[src/rtl/sxa_pkg.sv]
package sxa_pkg;

  typedef struct packed {
    logic latch;  // capture the axon vector, start a step
    logic accum;  // integrate the row under the row index
    logic fire;   // apply leak, compare, reset
  } stepCtrl_t;

  localparam logic [2:0] CFG_ROW  = 3'd0;
  localparam logic [2:0] CFG_TYPE = 3'd1;
  localparam logic [2:0] CFG_MULT = 3'd2;
  localparam logic [2:0] CFG_LEAK = 3'd3;
  localparam logic [2:0] CFG_THR  = 3'd4;

endpackage

[src/rtl/spike_xbar_ctrl.sv]
module spike_xbar_ctrl
  import sxa_pkg::*;
#(
  parameter int NUM_AXONS = 8,
  localparam int RW = (NUM_AXONS > 1) ? $clog2(NUM_AXONS) : 1
) (
  input  logic          clk,
  input  logic          rst,
  input  logic          stepStrobe,
  output stepCtrl_t     ctl,
  output logic [RW-1:0] rowIdx,
  output logic          busy,
  output logic          done
);

  typedef enum logic [1:0] {ST_IDLE, ST_SCAN, ST_FIRE} stepState_t;

  localparam logic [RW-1:0] LAST_ROW = RW'(NUM_AXONS - 1);

  stepState_t state;

  always_ff @(posedge clk) begin
    if (rst) begin
      state  <= ST_IDLE;
      rowIdx <= '0;
      done   <= 1'b0;
    end else begin
      done <= 1'b0;
      case (state)
        ST_IDLE: begin
          rowIdx <= '0;
          if (stepStrobe) state <= ST_SCAN;
        end
        ST_SCAN: begin
          if (rowIdx == LAST_ROW) begin
            rowIdx <= '0;
            state  <= ST_FIRE;
          end else begin
            rowIdx <= rowIdx + 1'b1;
          end
        end
        ST_FIRE: begin
          state <= ST_IDLE;
          done  <= 1'b1;
        end
        default: state <= ST_IDLE;
      endcase
    end
  end

  always_comb begin
    ctl.latch = (state == ST_IDLE) && stepStrobe;
    ctl.accum = (state == ST_SCAN);
    ctl.fire  = (state == ST_FIRE);
    busy      = (state != ST_IDLE);
  end

endmodule

[src/rtl/spike_xbar_datapath.sv]
module spike_xbar_datapath
  import sxa_pkg::*;
#(
  parameter int NUM_AXONS   = 8,
  parameter int NUM_NEURONS = 4,
  parameter int WGT_W       = 8,
  parameter int POT_W       = 16,
  parameter int AW          = 3,
  localparam int RW = (NUM_AXONS > 1) ? $clog2(NUM_AXONS) : 1
) (
  input  logic                   clk,
  input  logic                   rst,
  input  stepCtrl_t              ctl,
  input  logic [RW-1:0]          rowIdx,
  input  logic                   busy,
  input  logic [NUM_AXONS-1:0]   axonIn,
  input  logic                   cfgWe,
  input  logic [2:0]             cfgKind,
  input  logic [AW-1:0]          cfgAddr,
  input  logic [1:0]             cfgSub,
  input  logic [POT_W-1:0]       cfgData,
  output logic [NUM_NEURONS-1:0] spikeOut
);

  localparam logic signed [POT_W-1:0] POT_MAX = {1'b0, {(POT_W-1){1'b1}}};
  localparam logic signed [POT_W-1:0] POT_MIN = {1'b1, {(POT_W-1){1'b0}}};

  logic [NUM_NEURONS-1:0]    xbarRow  [NUM_AXONS];
  logic [1:0]                axType   [NUM_AXONS];
  logic signed [WGT_W-1:0]   multTab  [NUM_NEURONS][3];
  logic signed [WGT_W-1:0]   leakTab  [NUM_NEURONS];
  logic signed [POT_W-1:0]   thresh;
  logic signed [POT_W-1:0]   pot      [NUM_NEURONS];
  logic [NUM_AXONS-1:0]      axLatch;

  function automatic logic signed [POT_W-1:0] satAdd(
    input logic signed [POT_W-1:0] a,
    input logic signed [WGT_W-1:0] b
  );
    logic signed [POT_W:0] s;
    s = {a[POT_W-1], a} + {{(POT_W+1-WGT_W){b[WGT_W-1]}}, b};
    if (s[POT_W] != s[POT_W-1]) return s[POT_W] ? POT_MIN : POT_MAX;
    return s[POT_W-1:0];
  endfunction

  // configuration store, frozen while a step runs
  wire cfgOk = cfgWe && !busy;

  always_ff @(posedge clk) begin
    if (rst) begin
      for (int j = 0; j < NUM_AXONS; j++) begin
        xbarRow[j] <= '0;
        axType[j]  <= 2'd0;
      end
      for (int i = 0; i < NUM_NEURONS; i++) begin
        for (int k = 0; k < 3; k++) multTab[i][k] <= '0;
        leakTab[i] <= '0;
      end
      thresh <= '0;
    end else if (cfgOk) begin
      case (cfgKind)
        CFG_ROW:
          if (int'(cfgAddr) < NUM_AXONS) xbarRow[cfgAddr] <= cfgData[NUM_NEURONS-1:0];
        CFG_TYPE:
          if (int'(cfgAddr) < NUM_AXONS && cfgData[1:0] != 2'd3) axType[cfgAddr] <= cfgData[1:0];
        CFG_MULT:
          if (int'(cfgAddr) < NUM_NEURONS && cfgSub != 2'd3) multTab[cfgAddr][cfgSub] <= cfgData[WGT_W-1:0];
        CFG_LEAK:
          if (int'(cfgAddr) < NUM_NEURONS) leakTab[cfgAddr] <= cfgData[WGT_W-1:0];
        CFG_THR:
          thresh <= cfgData;
        default: ;
      endcase
    end
  end

  always_ff @(posedge clk) begin
    if (rst)            axLatch <= '0;
    else if (ctl.latch) axLatch <= axonIn;
  end

  // row currently being integrated
  logic [NUM_NEURONS-1:0] curRow;
  logic [1:0]             curType;
  logic                   curActive;

  always_comb begin
    curRow    = xbarRow[rowIdx];
    curType   = axType[rowIdx];
    curActive = axLatch[rowIdx];
  end

  logic signed [POT_W-1:0] accNext  [NUM_NEURONS];
  logic signed [POT_W-1:0] leakNext [NUM_NEURONS];
  logic [NUM_NEURONS-1:0]  overThr;

  for (genvar n = 0; n < NUM_NEURONS; n++) begin : g_neuron
    logic signed [WGT_W-1:0] selW;
    logic signed [WGT_W-1:0] addend;

    always_comb begin
      case (curType)
        2'd1:    selW = multTab[n][1];
        2'd2:    selW = multTab[n][2];
        default: selW = multTab[n][0];
      endcase
      addend = (curActive && curRow[n]) ? selW : '0;
    end

    assign accNext[n]  = satAdd(pot[n], addend);
    assign leakNext[n] = satAdd(pot[n], leakTab[n]);
    assign overThr[n]  = leakNext[n] > thresh;
  end

  always_ff @(posedge clk) begin
    if (rst) begin
      for (int i = 0; i < NUM_NEURONS; i++) pot[i] <= '0;
      spikeOut <= '0;
    end else if (ctl.accum) begin
      for (int i = 0; i < NUM_NEURONS; i++) pot[i] <= accNext[i];
    end else if (ctl.fire) begin
      for (int i = 0; i < NUM_NEURONS; i++) pot[i] <= overThr[i] ? '0 : leakNext[i];
      spikeOut <= overThr;
    end
  end

endmodule

[src/rtl/spike_xbar_array.sv]
module spike_xbar_array
  import sxa_pkg::*;
#(
  parameter int NUM_AXONS   = 8,
  parameter int NUM_NEURONS = 4,
  parameter int WGT_W       = 8,
  parameter int POT_W       = 16,
  localparam int AMAX = (NUM_AXONS > NUM_NEURONS) ? NUM_AXONS : NUM_NEURONS,
  localparam int AW   = (AMAX > 1) ? $clog2(AMAX) : 1,
  localparam int RW   = (NUM_AXONS > 1) ? $clog2(NUM_AXONS) : 1
) (
  input  logic                   clk,
  input  logic                   rst,
  input  logic                   stepStrobe,
  input  logic [NUM_AXONS-1:0]   axonIn,
  input  logic                   cfgWe,
  input  logic [2:0]             cfgKind,
  input  logic [AW-1:0]          cfgAddr,
  input  logic [1:0]             cfgSub,
  input  logic [POT_W-1:0]       cfgData,
  output logic [NUM_NEURONS-1:0] spikeOut,
  output logic                   done,
  output logic                   busy
);

  stepCtrl_t     ctl;
  logic [RW-1:0] rowIdx;

  spike_xbar_ctrl #(.NUM_AXONS(NUM_AXONS)) u_ctrl (
    .clk(clk), .rst(rst), .stepStrobe(stepStrobe),
    .ctl(ctl), .rowIdx(rowIdx), .busy(busy), .done(done)
  );

  spike_xbar_datapath #(
    .NUM_AXONS(NUM_AXONS), .NUM_NEURONS(NUM_NEURONS),
    .WGT_W(WGT_W), .POT_W(POT_W), .AW(AW)
  ) u_dp (
    .clk(clk), .rst(rst), .ctl(ctl), .rowIdx(rowIdx), .busy(busy),
    .axonIn(axonIn), .cfgWe(cfgWe), .cfgKind(cfgKind), .cfgAddr(cfgAddr),
    .cfgSub(cfgSub), .cfgData(cfgData), .spikeOut(spikeOut)
  );

endmodule

[config.mk]
export PLATFORM = sky130hd
export DESIGN_NAME = spike_xbar_array
export DESIGN_NICKNAME = d
export VERILOG_FILES = /design/src/rtl/sxa_pkg.sv /design/src/rtl/spike_xbar_ctrl.sv /design/src/rtl/spike_xbar_datapath.sv /design/src/rtl/spike_xbar_array.sv
export SDC_FILE = /design/constraint.sdc
export NUM_CORES = 1
export LEC_CHECK = 0
export ABC_AREA = 1
export ABC_CLOCK_PERIOD_IN_PS = 4500
export CORE_UTILIZATION = 35
export DETAILED_ROUTE_END_ITERATION = 8
export GPL_TIMING_DRIVEN = 0
export HOLD_SLACK_MARGIN = 0.15
export PLACE_DENSITY_LB_ADDON = 0.12
export SLEW_MARGIN = 20
export SYNTH_ARGS = -nofsm -noshare
export SYNTH_HDL_FRONTEND = slang
export SYNTH_HIERARCHICAL = 1
export SYNTH_SLANG_ARGS = --single-unit
[constraint.sdc]
create_clock -name clk -period 4.5 [get_ports clk]
set_clock_uncertainty 0.2 [all_clocks]
set_input_delay 1.35 -clock clk [delete_from_list [all_inputs] [get_ports clk]]
set_output_delay 1.35 -clock clk [all_outputs]
set_load 0.05 [all_outputs]
==> impl_metrics.py <==
metrics = {
    "pwr": {
        "p_leak_nw": 11.1,
        "ir_worst_vdd_v": 0.000266,
        "power_density_mw_per_mm2": 327,
    },
    "clock_tree": {
        "tritoncts_num_sinks": 274,
        "clk-insertion-delay-late_ns": 0.55,
        "root_buffer": "clkbuf_16",
        "cts_max_level": 2,
        "cts_inserted_buffers": 35,
        "cts_tree": "yes",
        "cts_max_path_buffers": 3,
        "cts_hold_buffers_added": 0,
        "clkSlewWorstSetupHoldPaths_ns": 0.05,
    },
    "critical_path": {
        "worst-endpoint-required_ns": 4.59,
        "timing.critical_path.slowest_stage_cell": "dfxtp_4",
        "critPathMostFrequentCell": "nand2_2",
        "cp_data_arrival_time_ns": 4.40,
        "setup.worst_path.end_class": "register",
        "start_kind": "register",
        "timing.critical_path.slowest_cell_delay_ns": 0.38,
        "worstPathMaxFanout": 7,
        "timing.setup.critical_path_class": "reg -> reg",
    },
    "drt": {
        "drc_violations": 8,
        "routed_wl_um": 65300,
        "detail_route.iter0.violations": 1151,
        "num_vias": 18482,
        "vias_per_cell": 5.10,
        "drt-wirelength-per-cell_um": 18.0,
        "final_antenna_net_count": 0,
        "detailedRoute.firstPassIterationCount": 7,
    },
    "sta": {
        "timing.final.setup_violations": 0,
        "timing.fmax_mhz": 232,
        "final_hold_viol_count": 0,
        "layout_min_cycle_time_ns": 4.31,
        "finalWorstSetupSlack_ns": 0.194,
        "finalCritPeriodShare_pct": 95.7,
        "max_slew_margin_pct": 36.4,
        "final-max-slew-violation-count": 0,
        "worstMarginPinSlew_ns": 0.951,
        "grt_setup_unrepaired": "yes",
    },
    "hold_path": {
        "min_path_type": "reg -> reg",
    },
    "yosys": {
        "synth-main-ff-cell": "edfxtp_1",
        "yosysUniqueCellTypes": 49,
        "yosys.area.top_type_share_pct": 34.3,
        "ys_top_cells_by_count": "nand2_1, nor2_1, edfxtp_1",
        "netlist_instances": 2693,
        "synth-seq-area-share_pct": 37.5,
        "synth_warnings": 6,
        "synth.net_count": 2933,
        "synth-edff-count": 240,
        "synth_most_common_cell": "nand2_1",
        "postSynthAreaPerCell_um2": 7.80,
        "synth_seq_cells": 274,
        "post_synth_instance_area_mm2": 0.0210,
        "synth_largest_area_cell": "edfxtp_1",
        "async_flop_share_pct": 0,
        "synth_top_cells_by_area": "edfxtp_1, nand2_1, ha_1",
    },
    "final_layout": {
        "layout-drive-gt1-share_pct": 13.5,
        "layout.nets": 3066,
        "flow.area_growth_from_synthesis_pct": 18.9,
        "final-instance-count-excl-fill": 3625,
        "num_antenna_cells": 0,
    },
    "global_routing": {
        "grt_start_max_net_pins": 18,
        "grt_usage_pct": 21.2,
        "global_route_wire_length_before_repair_um": 99700,
        "number_of_global_route_vias_before_repair": 17966,
        "antenna_violations_before_repair": 2,
        "global_route.overflow_total": 0,
    },
    "floorplan": {
        "floorplan.die.height_um": 247,
        "pin_count": 42,
        "die_width_um": 247,
        "fp-row-count": 89,
        "fp.dieArea_mm2": 0.0610,
        "initial_utilization_pct": 35.5,
        "placeable_core_region_mm2": 0.0591,
    },
    "placed_design": {
        "gp_routability_congestion": 0.900,
        "place_inst": 3507,
        "dp_worst_setup_slack_ns": -1.41,
        "dp.final_hpwl_um": 51100,
        "io_buffers": 40,
    },
    "run_status": {
        "result_of_the_run": "finished, violations left",
        "violated_checks": "DRC",
    },
    "job": {
        "maxCapViolCount": 0,
    },
}
-- flip-flops by register name, summed over array words and instances, names as in the netlist --
signal,flops
u_dp/thresh,16
u_dp/multTab,96
u_ctrl/state,2
u_dp/axType,16
u_ctrl/done,1
u_dp/spikeOut,4
u_ctrl/rowIdx,3
u_dp/axLatch,8
u_dp/leakTab,32
u_dp/xbarRow,32
u_dp/pot,64
-- what timing repair did --
action	4_1_cts	5_1_grt
cloned	0	6
pin swaps	10	42
resized for setup	78	176
setup buffers	8	42
setup endpoints to repair	112	95
-- per-stage QoR --
step                      hold WS, ns  util, %  area, µm²  total power (W)    TNS, ns
after floorplan                 0.257        -      21000          0.00460  -0.000757
after global placement          0.279     37.9      22400          0.00517    -168.21
after detailed placement        0.287     37.9      22400          0.00520    -123.60
after CTS                       0.303     40.3      23900          0.00801          0
after global routing            0.327     42.3      25000          0.00863    -0.0710
final                           0.294     42.3      25000          0.00818          0
-- final timing paths --
check,cells past startpoint,endpoint,start,slack (ns)
worst max-delay path,28,u_dp/pot[0][7]$_DFFE_PP_,u_ctrl/rowIdx[0]$_SDFFE_PP0P_,0.19
worst min-delay path,1,u_ctrl/done$_SDFF_PP0_,u_ctrl/state[0]$_SDFFE_PP0P_,0.29
worst max register to register,28,u_dp/pot[0][7]$_DFFE_PP_,u_ctrl/rowIdx[0]$_SDFFE_PP0P_,0.19
worst min register to register,1,u_ctrl/done$_SDFF_PP0_,u_ctrl/state[0]$_SDFFE_PP0P_,0.29
-- logic make-up (layout without fill, tap and decap cells) --
kind of cell	after synthesis	count (layout)	share of synthesized area (%)
AOI/OAI and AO/OA	468	469	13.6
xor gates and xnor gates	88	88	3.67
adders and majority gates	204	204	12.4
buffers and inverters	313	471	6.09
DFF	274	274	37.5
and+or+nand+nor	1346	1346	26.7
-- layer usage --
metal	vias up	GRT usage, %	share of wire [%]
met5	-	0	0
met4	0	4.74	2.1
met3	80	2.54	4.3
met2	390	35.7	47
met1	8661	28.8	47
li1	9351	-	-
-- cell usage in the layout, fill, tap and decap left out, types with 7 or more instances in the layout --
cell type        instances
ha_4                    17
a21oi_1                188
xnor2_1                 48
buf_6                   18
clkinv_1                11
o21bai_1                14
dfxtp_1                 32
nand3_1                151
o21ai_0                 96
clkbuf_1                36
nand3_2                  9
nand2_4                 11
a21oi_2                 59
clkbuf_16               39
buf_12                   7
nor3_1                   9
o22ai_1                 14
nand4_1                 16
nor2_1                 335
buf_8                   10
nor3_2                  12
a21oi_4                 24
xor2_1                  40
ha_2                     9
nand2_2                 44
nand2_1                725
clkdlybuf4s50_1         39
inv_1                  218
buf_4                   51
nor2_4                   8
o21ai_1                 14
inv_2                   20
a21o_1                   8
ha_1                   170
edfxtp_1               240
a22o_1                  32
-- report_power, final --
| part | internal (W) | switching [W] |
|---|---|---|
| logic | 0.000955 | 0.00153 |
| registers | 0.00289 | 0.0000832 |
| clock network | 0.00161 | 0.00112 |
-- layout make-up --
class	instances	area (µm²)
buffer	66	558
clock buffer	46	948
clock inverter	17	154
fill	5993	34100
inverter	246	932
multi-input combinational	2107	12600
sequential	274	7890
tap	773	967
timing repair buffer	96	962
-- worst max-delay path: cells and delay by family (launching register included) --
family | cells | cell delay (ns)
fa+ha+maj | 3 | 0.76
buf+inv | 8 | 0.87
simple gates | 11 | 0.88
flops | 1 | 0.38
compound gates | 6 | 0.95
Note: power is estimated with default switching activity, not from simulation.
